--- src/rtl/pis_pkg.sv ---
package pis_pkg;

  typedef enum logic {
    PEND_CLEAR = 1'b0,
    PEND_HELD  = 1'b1
  } pend_e;

  function automatic int sat_top(input int width);
    return (1 << width) - 1;
  endfunction

endpackage

--- src/rtl/pis_rst_sync.sv ---
module pis_rst_sync (
  input  logic clk,
  input  logic arst_n,
  output logic srst_n
);

  logic meta_q;
  logic hold_q;

  always_ff @(posedge clk or negedge arst_n) begin
    if (!arst_n) begin
      meta_q <= 1'b0;
      hold_q <= 1'b0;
    end else begin
      meta_q <= 1'b1;
      hold_q <= meta_q;
    end
  end

  assign srst_n = hold_q;

endmodule

--- src/rtl/pis_coll_state.sv ---
module pis_coll_state #(
  parameter int              W  = 7,
  parameter logic [W-1:0]    CV = 7'b1011010
) (
  input  logic clk,
  input  logic rst_n,
  input  logic take_i,
  output logic free_o
);

  logic [W-1:0] st_q;
  logic [W-1:0] st_d;

  // bit k of the state: an initiation k cycles from now would collide
  generate
    for (genvar i = 0; i < W; i++) begin : g_bit
      if (i == W - 1) begin : g_top
        assign st_d[i] = take_i & CV[i];
      end else begin : g_mid
        assign st_d[i] = st_q[i+1] | (take_i & CV[i]);
      end
    end
  endgenerate

  always_ff @(posedge clk or negedge rst_n) begin
    if (!rst_n) begin
      st_q <= '0;
    end else begin
      st_q <= st_d;
    end
  end

  assign free_o = ~st_q[0];


  cv_merge_chk: assert property (@(posedge clk) disable iff (!rst_n)
    take_i |=> ((st_q & CV) == CV));


  top_clear_chk: assert property (@(posedge clk) disable iff (!rst_n)
    !take_i |=> (st_q[W-1] == 1'b0));

endmodule

--- src/rtl/pis_lat_cnt.sv ---
module pis_lat_cnt #(
  parameter int LAT_W = 4
) (
  input  logic             clk,
  input  logic             rst_n,
  input  logic             take_i,
  output logic [LAT_W-1:0] lat_o
);

  localparam logic [LAT_W-1:0] LAT_MAX = LAT_W'(pis_pkg::sat_top(LAT_W));

  logic             first_q;
  logic             first_d;
  logic [LAT_W-1:0] cnt_q;
  logic [LAT_W-1:0] cnt_d;
  logic             cnt_en;

  always_comb begin
    cnt_en  = take_i | (cnt_q != LAT_MAX);
    cnt_d   = take_i ? LAT_W'(1) : cnt_q + LAT_W'(1);
    first_d = first_q & ~take_i;
  end

  always_ff @(posedge clk or negedge rst_n) begin
    if (!rst_n) begin
      cnt_q   <= '0;
      first_q <= 1'b1;
    end else begin
      first_q <= first_d;
      if (cnt_en) begin
        cnt_q <= cnt_d;
      end
    end
  end

  assign lat_o = first_q ? '0 : cnt_q;


  lat_nonzero_chk: assert property (@(posedge clk) disable iff (!rst_n)
    (take_i && !first_q) |-> (lat_o != '0));


  lat_restart_chk: assert property (@(posedge clk) disable iff (!rst_n)
    take_i |=> (cnt_q == LAT_W'(1)));

endmodule

--- src/rtl/pis_req_hold.sv ---
module pis_req_hold (
  input  logic clk,
  input  logic rst_n,
  input  logic live_i,
  input  logic req_i,
  input  logic free_i,
  output logic take_o
);

  import pis_pkg::*;

  pend_e pend_q;
  pend_e pend_d;
  logic  want;

  always_comb begin
    want   = req_i | (pend_q == PEND_HELD);
    take_o = live_i & want & free_i;
    pend_d = (want && !take_o) ? PEND_HELD : PEND_CLEAR;
  end

  always_ff @(posedge clk or negedge rst_n) begin
    if (!rst_n) begin
      pend_q <= PEND_CLEAR;
    end else if (live_i) begin
      pend_q <= pend_d;
    end
  end


  pend_serve_chk: assert property (@(posedge clk) disable iff (!rst_n)
    (live_i && pend_q == PEND_HELD && free_i) |-> take_o);


  pend_drop_chk: assert property (@(posedge clk) disable iff (!rst_n)
    (live_i && take_o && !req_i) |=> (pend_q == PEND_CLEAR));

endmodule

--- src/rtl/pipe_init_sched.sv ---
module pipe_init_sched #(
  parameter int                  EVAL_T   = 8,
  parameter logic [EVAL_T-2:0]   COLL_VEC = 7'b1011010,
  parameter int                  LAT_W    = 4
) (
  input  logic             clk,
  input  logic             rst_n,
  input  logic             req_i,
  output logic             gnt_o,
  output logic [LAT_W-1:0] lat_o
);

  localparam int CV_W = EVAL_T - 1;

  logic live;
  logic free;
  logic take;

  pis_rst_sync u_rst_sync (
    .clk    (clk),
    .arst_n (rst_n),
    .srst_n (live)
  );

  pis_req_hold u_req_hold (
    .clk    (clk),
    .rst_n  (live),
    .live_i (live),
    .req_i  (req_i),
    .free_i (free),
    .take_o (take)
  );

  pis_coll_state #(
    .W  (CV_W),
    .CV (COLL_VEC)
  ) u_coll_state (
    .clk    (clk),
    .rst_n  (live),
    .take_i (take),
    .free_o (free)
  );

  pis_lat_cnt #(
    .LAT_W (LAT_W)
  ) u_lat_cnt (
    .clk    (clk),
    .rst_n  (live),
    .take_i (take),
    .lat_o  (lat_o)
  );

  assign gnt_o = take;

  logic forbid_hit;
  always_comb begin
    forbid_hit = 1'b0;
    for (int k = 0; k < CV_W; k++) begin
      if (COLL_VEC[k] && (lat_o == LAT_W'(k + 1))) begin
        forbid_hit = 1'b1;
      end
    end
  end


  no_collision_chk: assert property (@(posedge clk) disable iff (!live)
    gnt_o |-> !forbid_hit);


  quiet_reset_chk: assert property (@(posedge clk)
    !live |-> !gnt_o);

endmodule

--- config.mk ---
export PLATFORM = sky130hd
export DESIGN_NAME = pipe_init_sched
export DESIGN_NICKNAME = d
export VERILOG_FILES = /design/src/rtl/pis_pkg.sv /design/src/rtl/pis_rst_sync.sv /design/src/rtl/pis_coll_state.sv /design/src/rtl/pis_lat_cnt.sv /design/src/rtl/pis_req_hold.sv /design/src/rtl/pipe_init_sched.sv
export SDC_FILE = /design/constraint.sdc
export NUM_CORES = 1
export LEC_CHECK = 0
export BUFFER_PORTS_ARGS = -buffer_cell sky130_fd_sc_hd__buf_2
export CELL_PAD_IN_SITES_DETAIL_PLACEMENT = 1
export CELL_PAD_IN_SITES_GLOBAL_PLACEMENT = 1
export CORE_AREA = 2 2 39 41
export CTS_CLUSTER_DIAMETER = 30
export DETAILED_ROUTE_END_ITERATION = 6
export DIE_AREA = 0 0 41 43
export PLACE_DENSITY_LB_ADDON = 0.05
export SLEW_MARGIN = 20
export SYNTH_ARGS = -nofsm -noshare
export SYNTH_HDL_FRONTEND = slang
export SYNTH_SLANG_ARGS = --single-unit
--- constraint.sdc ---
create_clock -name clk -period 3.3 [get_ports clk]
set_input_delay 0.825 -clock clk [delete_from_list [all_inputs] [get_ports clk]]
set_output_delay 0.825 -clock clk [all_outputs]
set_load 0.01 [all_outputs]
==> results of run 1 <==
## metal layers
metal	track usage	vias up
met1	0.128	169
met2	0.175	7
met5	0	-
met3	0.0314	4
met4	0.120	0
li1	-	158
## placed cells by master, fill, tap and decap left out, types with 2 or more instances in the layout
cell | netlist | routed
buf_2 | 0 | 7
clkbuf_4 | 0 | 3
dfrtp_1 | 14 | 14
nor2_1 | 4 | 4
nor2b_1 | 5 | 5
nor3_1 | 2 | 2
or2_1 | 3 | 3
## sequential cells by signal, indices dropped and copies added (netlist names)
register / cells
u_rst_sync.srst_n: 1
u_rst_sync.meta_q: 1
u_lat_cnt.first_q: 1
u_req_hold.pend_q: 1
u_lat_cnt.cnt_q: 4
u_coll_state.st_q: 7
## cell families after synthesis
logic type,Yosys count
and+or+nand+nor,20
muxes,1
other,1
adders and majority gates,1
xor gates and xnor gates,1
DFF,15
AOI/OAI and AO/OA,3
## per-stage QoR
stage | setup WS (ps) | util | power, mW
2_1_floorplan | 1440 | - | 0.418
6_report | 895 | 0.466 | 0.578
5_1_grt | 715 | 0.466 | 0.621
4_1_cts | 821 | 0.466 | 0.590
3_5_place_dp | 1160 | 0.444 | 0.480
3_3_place_gp | 1180 | 0.444 | 0.462
## critical path: stages, from the launching register on
cell and delay, ps:
dfrtp_1 700, nor2b_4 270, o21a_4 180, buf_2 140
## worst paths after layout
path / cells after the start / to / from
max: 3 / gnt_o / u_rst_sync.srst_n$_DFF_PN0_
min: 0 / u_coll_state.st_q[3]$_DFF_PN0_ / u_rst_sync.srst_n$_DFF_PN0_
max reg2reg: 3 / u_lat_cnt.cnt_q[2]$_DFFE_PN0P_ / u_rst_sync.srst_n$_DFF_PN0_
min reg2reg: 0 / u_coll_state.st_q[3]$_DFF_PN0_ / u_rst_sync.srst_n$_DFF_PN0_
max in group asynchronous: 0 / u_lat_cnt.first_q$_DFF_PN1_ / u_rst_sync.srst_n$_DFF_PN0_
min in group clk: 0 / u_coll_state.st_q[5]$_DFF_PN0_ / u_coll_state.st_q[6]$_DFF_PN0_
## power groups by stage
stage                     combinational, mW  sequential [mW]  clock (mW)
after floorplan                       0.124            0.294           0
after global placement                0.159            0.303           0
after detailed placement              0.170            0.310           0
after CTS                             0.172            0.306       0.112
after global routing                  0.186            0.314       0.121
final                                 0.166            0.304       0.108
## layout make-up
| cell class | count | area share |
|---|---|---|
| clock inverters | 1 | 0.0117 |
| flip-flops and latches | 15 | 0.584 |
| repair buffers | 7 | 0.0544 |
| well taps | 16 | 0.0311 |
| multi-input cells | 27 | 0.283 |
| clock buffers | 3 | 0.0350 |
==> results.yml, run 1 <==
run_status:
  status: "finished, final reports clean"
die:
  dieArea_um2: 1760
  core_um2: 1380
  num_rows: 14
  io_pins: 8
  die_x_um: 41
  die_y_um: 43
  start_util: 0.404
timing:
  worstMarginPinSlew_ps: 549
  finClkSkew_ps: 9.89
  tns_ps: 0
  setup_viol: 0
  final-hold-violation-count: 0
  max_freq_mhz: 416
  whs_ps: 229
  final.min_clock_period_ps: 2400
  finalCritPeriodShare: 0.729
  rsz0062_at_grt: "false"
  max_slew_margin: 0.634
  slew_violations: 0
logic_synthesis:
  synth_compound_area_frac: 0.0470
  synth_flop_cell: "dfrtp_1"
  synthTopCellsByCount: "dfrtp_1 (14), nor2b_1 (5), nor2_1 (4), or2_1 (3), nor3_1 (2)"
  synthMuxAreaShare: 0.0179
  yosys.area_share.simple: 0.217
  synth_edf_count: 0
  synth_fp_nets: 46
  synth.area.top_cells: "dfrtp_1 (63%), nor2b_1 (5.6%), dfstp_2 (4.7%)"
  ys_warn_count: 0
  synthCells: 42
  synth-seq-cells: 15
  netlist_area_um2: 559
  synth-xor-area-share: 0.0157
  yosys.area.top_type: "dfrtp_1"
  synth_top_area_share: 0.626
  synth_top_family_by_area: "simple AND/OR/NAND/NOR gates"
  synth.most_common_cell: "dfrtp_1"
  seq_area_frac_synth: 0.673
  avgSynthCellArea_um2: 13.3
  yosysUniqueCellTypes: 19
  synthArstFlopShare: 1.00
  synthAdderAreaFrac: 0.0224
drt:
  drt_pass1_iterations: 3
  drt_wl_total_um: 850
  drt-met1-wl_um: 339
  vias: 338
  post-route-drc-count: 0
  drt_iter0_drc: 2
  via_per_inst: 4.90
  topRoutingLayerUsed: "met4"
  routedWlPerCell_um: 12.3
  wl_met2_um: 452
  dr_wl_met3_um: 35
  ant_nets: 0
power:
  pwr-share-seq: 0.527
  power.density_nw_per_um2: 897
  ir_drop_mv: 0.311
  switching_share: 0.338
  power.internal_mw: 0.383
  comb_power_share: 0.287
  p_sw_mw: 0.195
  leakagePower_nw: 0.305
  clkPwrFrac: 0.186
grt:
  grt_pass1_wl_um: 1320
  grtUsageTotal: 0.120
  grt_overflow: 0
  first_global_vias: 328
  grt_max_degree: 16
  antenna_found_initial: 0
worst_hold_path:
  min_path_type: "reg -> async"
critical_path:
  worst-path-max-fanout: 15
  critPathCaptureType: "primary output"
  reg2reg_slack_ps: 1970
  path_class: "reg -> out"
  arrival_ps: 1580
  cp-start-kind: "flop"
  cp.required_ps: 2470
clock_tree:
  clkTransAtPathRegs_ps: 100
  cts_setup_buffers: 0
  holdBufCountCts: 0
  clock_latency_ps: 290
  cts_buffer_depth: 2
  tritoncts: "built"
  cts_inserted_buffers: 3
  clkSinkCount: 15
  cts-root-buf: "clkbuf_4"
  htreeDepth: 1
  cts_resized: 0
placed_design:
  dp_cells: 65
  hpwl_um: 627
  port_buffers: 7
  gp_congestion: 0.682
  placed_cell_area_um2: 614
cells_and_area:
  multi_input_area_um2: 183
  seq_area_um2: 377
  num-nets-final: 58
  fin_area_um2: 644
  diodes: 0
  finalNonFillerCells: 69
  fill_cells: 152
  area_delta_synth_final_pct: 15.2
  layout-drive-gt1-share: 0.283
job:
  max_cap_viol_count: 0
No activity file was read; power rests on OpenSTA's default activity.
==> inputs of run 2 (changes only) <==
Settings changed: ABC_AREA set to 1, CORE_AREA 2 2 39 41 to not set, CORE_UTILIZATION set to 40, DIE_AREA 0 0 41 43 to not set.
Clock period 3.3 ns to 2.31 ns, I/O delays scaled along.
==> results.yml, run 2 <==
grt:
  grtUsageTotal: 0.156
  grt_overflow: 0
  antenna_found_initial: 0
  grt_max_degree: 16
  grt_pass1_wl_um: 1520
  first_global_vias: 361
placed_design:
  hpwl_um: 765
  gp_congestion: 0.660
  port_buffers: 7
logic_synthesis:
  ys_warn_count: 0
  synthTopCellsByCount: "dfrtp_1 (14), inv_1 (14), nand2_1 (11), nor2_1 (9), nand3_1 (4)"
  yosys.area.top_type: "dfrtp_1"
  avgSynthCellArea_um2: 9.74
  synth_flop_cell: "dfrtp_1"
  synthArstFlopShare: 1.00
  synth-seq-cells: 15
  synth_fp_nets: 64
  yosysUniqueCellTypes: 12
  synth_edf_count: 0
  netlist_area_um2: 584
  synth_top_area_share: 0.600
  synthCells: 60
  seq_area_frac_synth: 0.645
  synth.area.top_cells: "dfrtp_1 (60%), inv_1 (9.0%), nand2_1 (7.1%)"
die:
  core_um2: 1330
  num_rows: 13
  start_util: 0.438
  dieArea_um2: 1620
  io_pins: 8
  die_y_um: 40.2
  die_x_um: 40.2
critical_path:
  critPathCaptureType: "primary output"
  worst-path-max-fanout: 8
  cp-start-kind: "primary input"
  reg2reg_depth: 3
  cp.required_ps: 1730
  path_class: "in -> out"
  arrival_ps: 1160
clock_tree:
  cts_resized: 0
  clock_latency_ps: 280
  cts_setup_buffers: 0
  cts_inserted_buffers: 3
  cts-root-buf: "clkbuf_4"
  clkSinkCount: 15
  tritoncts: "built"
  holdBufCountCts: 0
  cts_buffer_depth: 2
  htreeDepth: 1
  clkTransAtPathRegs_ps: 90
cells_and_area:
  mostFrequentLayoutCells: "inv_1 (14), dfrtp_1 (14), nand2_1 (11)"
  area_delta_synth_final_pct: 15.2
  fill_cells: 162
  layout-drive-gt1-share: 0.208
  num-nets-final: 77
  largest_reg_flops: 7
  reg_top3: "u_coll_state.st_q x7, u_lat_cnt.cnt_q x4"
  diodes: 0
  top_register: "u_coll_state.st_q"
drt:
  vias: 393
  drt_iter0_drc: 4
  via_per_inst: 4.52
  drt_wl_total_um: 988
  routedWlPerCell_um: 11.4
  drt_pass1_iterations: 3
  ant_nets: 0
  post-route-drc-count: 0
worst_hold_path:
  min_path_type: "in -> async"
power:
  power_mw: 0.841
  leakagePower_nw: 0.387
  power.density_nw_per_um2: 1250
  ir_drop_mv: 0.541
timing:
  finalCritPeriodShare: 0.752
  setup_viol: 0
  slew_violations: 0
  final-hold-violation-count: 0
  rsz0062_at_grt: "false"
  tns_ps: 0
  final.min_clock_period_ps: 1740
  finClkSkew_ps: 0.932
  max_freq_mhz: 576
job:
  max_cap_viol_count: 0
run_status:
  status: "finished, final reports clean"
[run 2: stage by stage]
stage	std cells	worst slack, ps	hold WS (ps)	util	area, µm²
3_5_place_dp	83	552	278	0.484	646
3_3_place_gp	83	588	270	0.484	646
6_report	87	573	63.9	0.505	673
5_1_grt	87	467	44.7	0.505	673
4_1_cts	87	549	56.3	0.505	673
2_1_floorplan	60	766	207	-	584
[run 2: path summary, 6_finish.rpt]
kind | startpoint | to | slack, ps
setup / recovery | req_i | gnt_o | 570
hold / removal | rst_n | u_rst_sync.srst_n$_DFF_PN0_ | 60
setup reg to reg | u_lat_cnt.cnt_q[0]$_DFFE_PN0P_ | u_lat_cnt.cnt_q[2]$_DFFE_PN0P_ | 1210
hold reg to reg | u_rst_sync.srst_n$_DFF_PN0_ | u_req_hold.pend_q$_DFFE_PN0P_ | 280
max in group asynchronous | u_rst_sync.srst_n$_DFF_PN0_ | u_lat_cnt.first_q$_DFF_PN1_ | 1800
min in group clk | u_rst_sync.meta_q$_DFF_PN0_ | u_rst_sync.srst_n$_DFF_PN0_ | 360
[run 2: report_power, final]
part | leakage [nW] | switching [mW] | internal [mW]
combinational | 0.188 | 0.163 | 0.109
clock | 0.0177 | 0.0825 | 0.0643
sequential | 0.181 | 0.0662 | 0.356
total | 0.387 | 0.312 | 0.529
[run 2: cells by family after synthesis]
logic type | Yosys count | share of synthesized area
and+or+nand+nor | 27 | 0.221
adders and majority gates | 1 | 0.0214
other | 1 | 0.00642
AOI/OAI and AO/OA | 2 | 0.0171
DFF | 15 | 0.645
buffers and inverters | 14 | 0.0899
[run 2: area by class of cell]
cell class	count	area, µm²	area share
Tap cell	15	18.8	0.0279
Clock buffer	3	22.5	0.0335
Multi-Input combinational cell	31	155	0.230
Sequential cell	15	377	0.559
Clock inverter	1	5.00	0.00743
Timing Repair Buffer	8	42.5	0.0632
Inverter	14	52.6	0.0781
[run 2: metal layers]
layer	global-route usage	up-vias	share of wire
met5	0	-	0
met4	0.100	0	0
met3	0.0500	0	0.044
met2	0.242	9	0.45
met1	0.186	184	0.51
li1	-	200	-
[run 2: worst max-delay path, stage by stage]
cell	delay (ps)
buf_2	80
inv_1	30
nand2_1	110
nand3_4	130
inv_1	110
buf_2	130
==> inputs of run 3 (changes only) <==
Clock period 2.31 ns to 1.6 ns, I/O delays scaled along.
==> results.yml, run 3 (synthesis results as in run 2) <==
die:
  die_x_um: 40.2
  dieArea_um2: 1620
  io_pins: 8
  start_util: 0.438
  num_rows: 13
  core_um2: 1330
  die_y_um: 40.2
cells_and_area:
  layout_commonest_cell: "dfrtp_1"
  fin_area_um2: 698
  diodes: 0
  largest_reg_flops: 7
  reg_top3: "u_coll_state.st_q x7, u_lat_cnt.cnt_q x4"
  num-nets-final: 80
  postLayoutCoreUtil: 0.523
  mostFrequentLayoutCells: "dfrtp_1 (14), inv_1 (13), nand2_1 (11)"
  top_register: "u_coll_state.st_q"
  area_delta_synth_final_pct: 19.5
  layout-drive-gt1-share: 0.240
  finalNonFillerCells: 90
timing:
  setup_viol: 0
  finClkSkew_ps: 4.90
  setup_ws_ps: 93.5
  tns_ps: 0
  slew_violations: 0
  max_freq_mhz: 664
  final.min_clock_period_ps: 1510
  finalCritPeriodShare: 0.942
  rsz0062_at_grt: "false"
  final-hold-violation-count: 0
  whs_ps: 303
drt:
  drt_pass1_iterations: 4
  via_per_inst: 4.64
  routedWlPerCell_um: 13.2
  drt_wl_total_um: 1190
  vias: 418
  ant_nets: 0
  drt_iter0_drc: 3
  post-route-drc-count: 0
power:
  p_sw_mw: 0.477
  pwr-share-seq: 0.485
  power.internal_mw: 0.780
  leakagePower_nw: 0.398
  ir_drop_mv: 0.896
  power_mw: 1.26
  switching_share: 0.379
  clkPwrFrac: 0.171
  comb_power_share: 0.345
  power.density_nw_per_um2: 1800
grt:
  grtUsageTotal: 0.189
  use_met2: 0.298
  busiest_layer: "met2"
  grtUsageMet1: 0.236
  grt_pass1_wl_um: 1810
  grt_overflow: 0
  grt_max_degree: 16
  antenna_found_initial: 0
  use_met3: 0.0833
  first_global_vias: 397
critical_path:
  worst-path-max-fanout: 3
  cp.required_ps: 1200
  cp-start-kind: "flop"
  path_class: "reg -> out"
  arrival_ps: 1110
  startpoint: "u_req_hold.pend_q$_DFFE_PN0P_"
  timing.rr.start: "u_lat_cnt.cnt_q[0]$_DFFE_PN0P_"
  critPathCaptureType: "primary output"
placed_design:
  placed_cell_area_um2: 646
  port_buffers: 7
  dp_cells: 83
  place_ws_ps: 209
  hpwl_um: 852
  gp_congestion: 0.632
run_status:
  status: "finished, final reports clean"
clock_tree:
  tritoncts: "built"
  clkTransAtPathRegs_ps: 90
  cts_buffer_depth: 2
  cts_inserted_buffers: 3
  cts-root-buf: "clkbuf_4"
  clkSinkCount: 15
  htreeDepth: 1
  clock_latency_ps: 280
worst_hold_path:
  min_path_type: "reg -> async"
job:
  max_cap_viol_count: 0
run 3: cell type report:
cell class,instances,area (µm²)
fill,169,636
clock inverter,1,5.00
multi-input combinational,31,155
tap,15,18.8
sequential,15,377
timing repair buffer,11,67.6
clock buffer,3,22.5
inverter,14,52.6
run 3: per-layer routing:
layer / up-vias / part of all wire
met3: 2 / 0.047
met2: 8 / 0.50
met5: - / 0
met4: 0 / 0.0084
li1: 208 / -
met1: 200 / 0.44
run 3: power by group through the flow:
stage	combinational, mW	clock [mW]	sequential (mW)
floorplan	0.287	0	0.591
global placement	0.391	0	0.605
detailed placement	0.415	0	0.618
CTS	0.419	0.224	0.610
global route	0.520	0.238	0.625
finish	0.433	0.214	0.609
run 3: critical path, stage by stage (launching register included):
cell and delay (ps):
dfrtp_1 370, inv_1 60, nand2_1 100, nand3_4 120, inv_2 40, buf_2 130
run 3: repair_timing:
action                                 4_1_cts  5_1_grt
setup endpoints to repair                    0        1
hold buffers                                 1        0
endpoints found under the hold margin        2        0
setup buffers                                0        2
gates resized for setup                      0        1
run 3: worst paths after layout:
path                       depth (start not counted)  slack, ps                              to
max in group asynchronous                          2       1050     u_rst_sync.srst_n$_DFF_PN0_
setup reg to reg                                   3        490  u_lat_cnt.cnt_q[2]$_DFFE_PN0P_
setup / recovery                                   5         90                           gnt_o
hold / removal                                     1        300  u_coll_state.st_q[1]$_DFF_PN0_
min in group clk                                   0        350  u_coll_state.st_q[5]$_DFF_PN0_
hold reg to reg                                    1        300  u_coll_state.st_q[1]$_DFF_PN0_
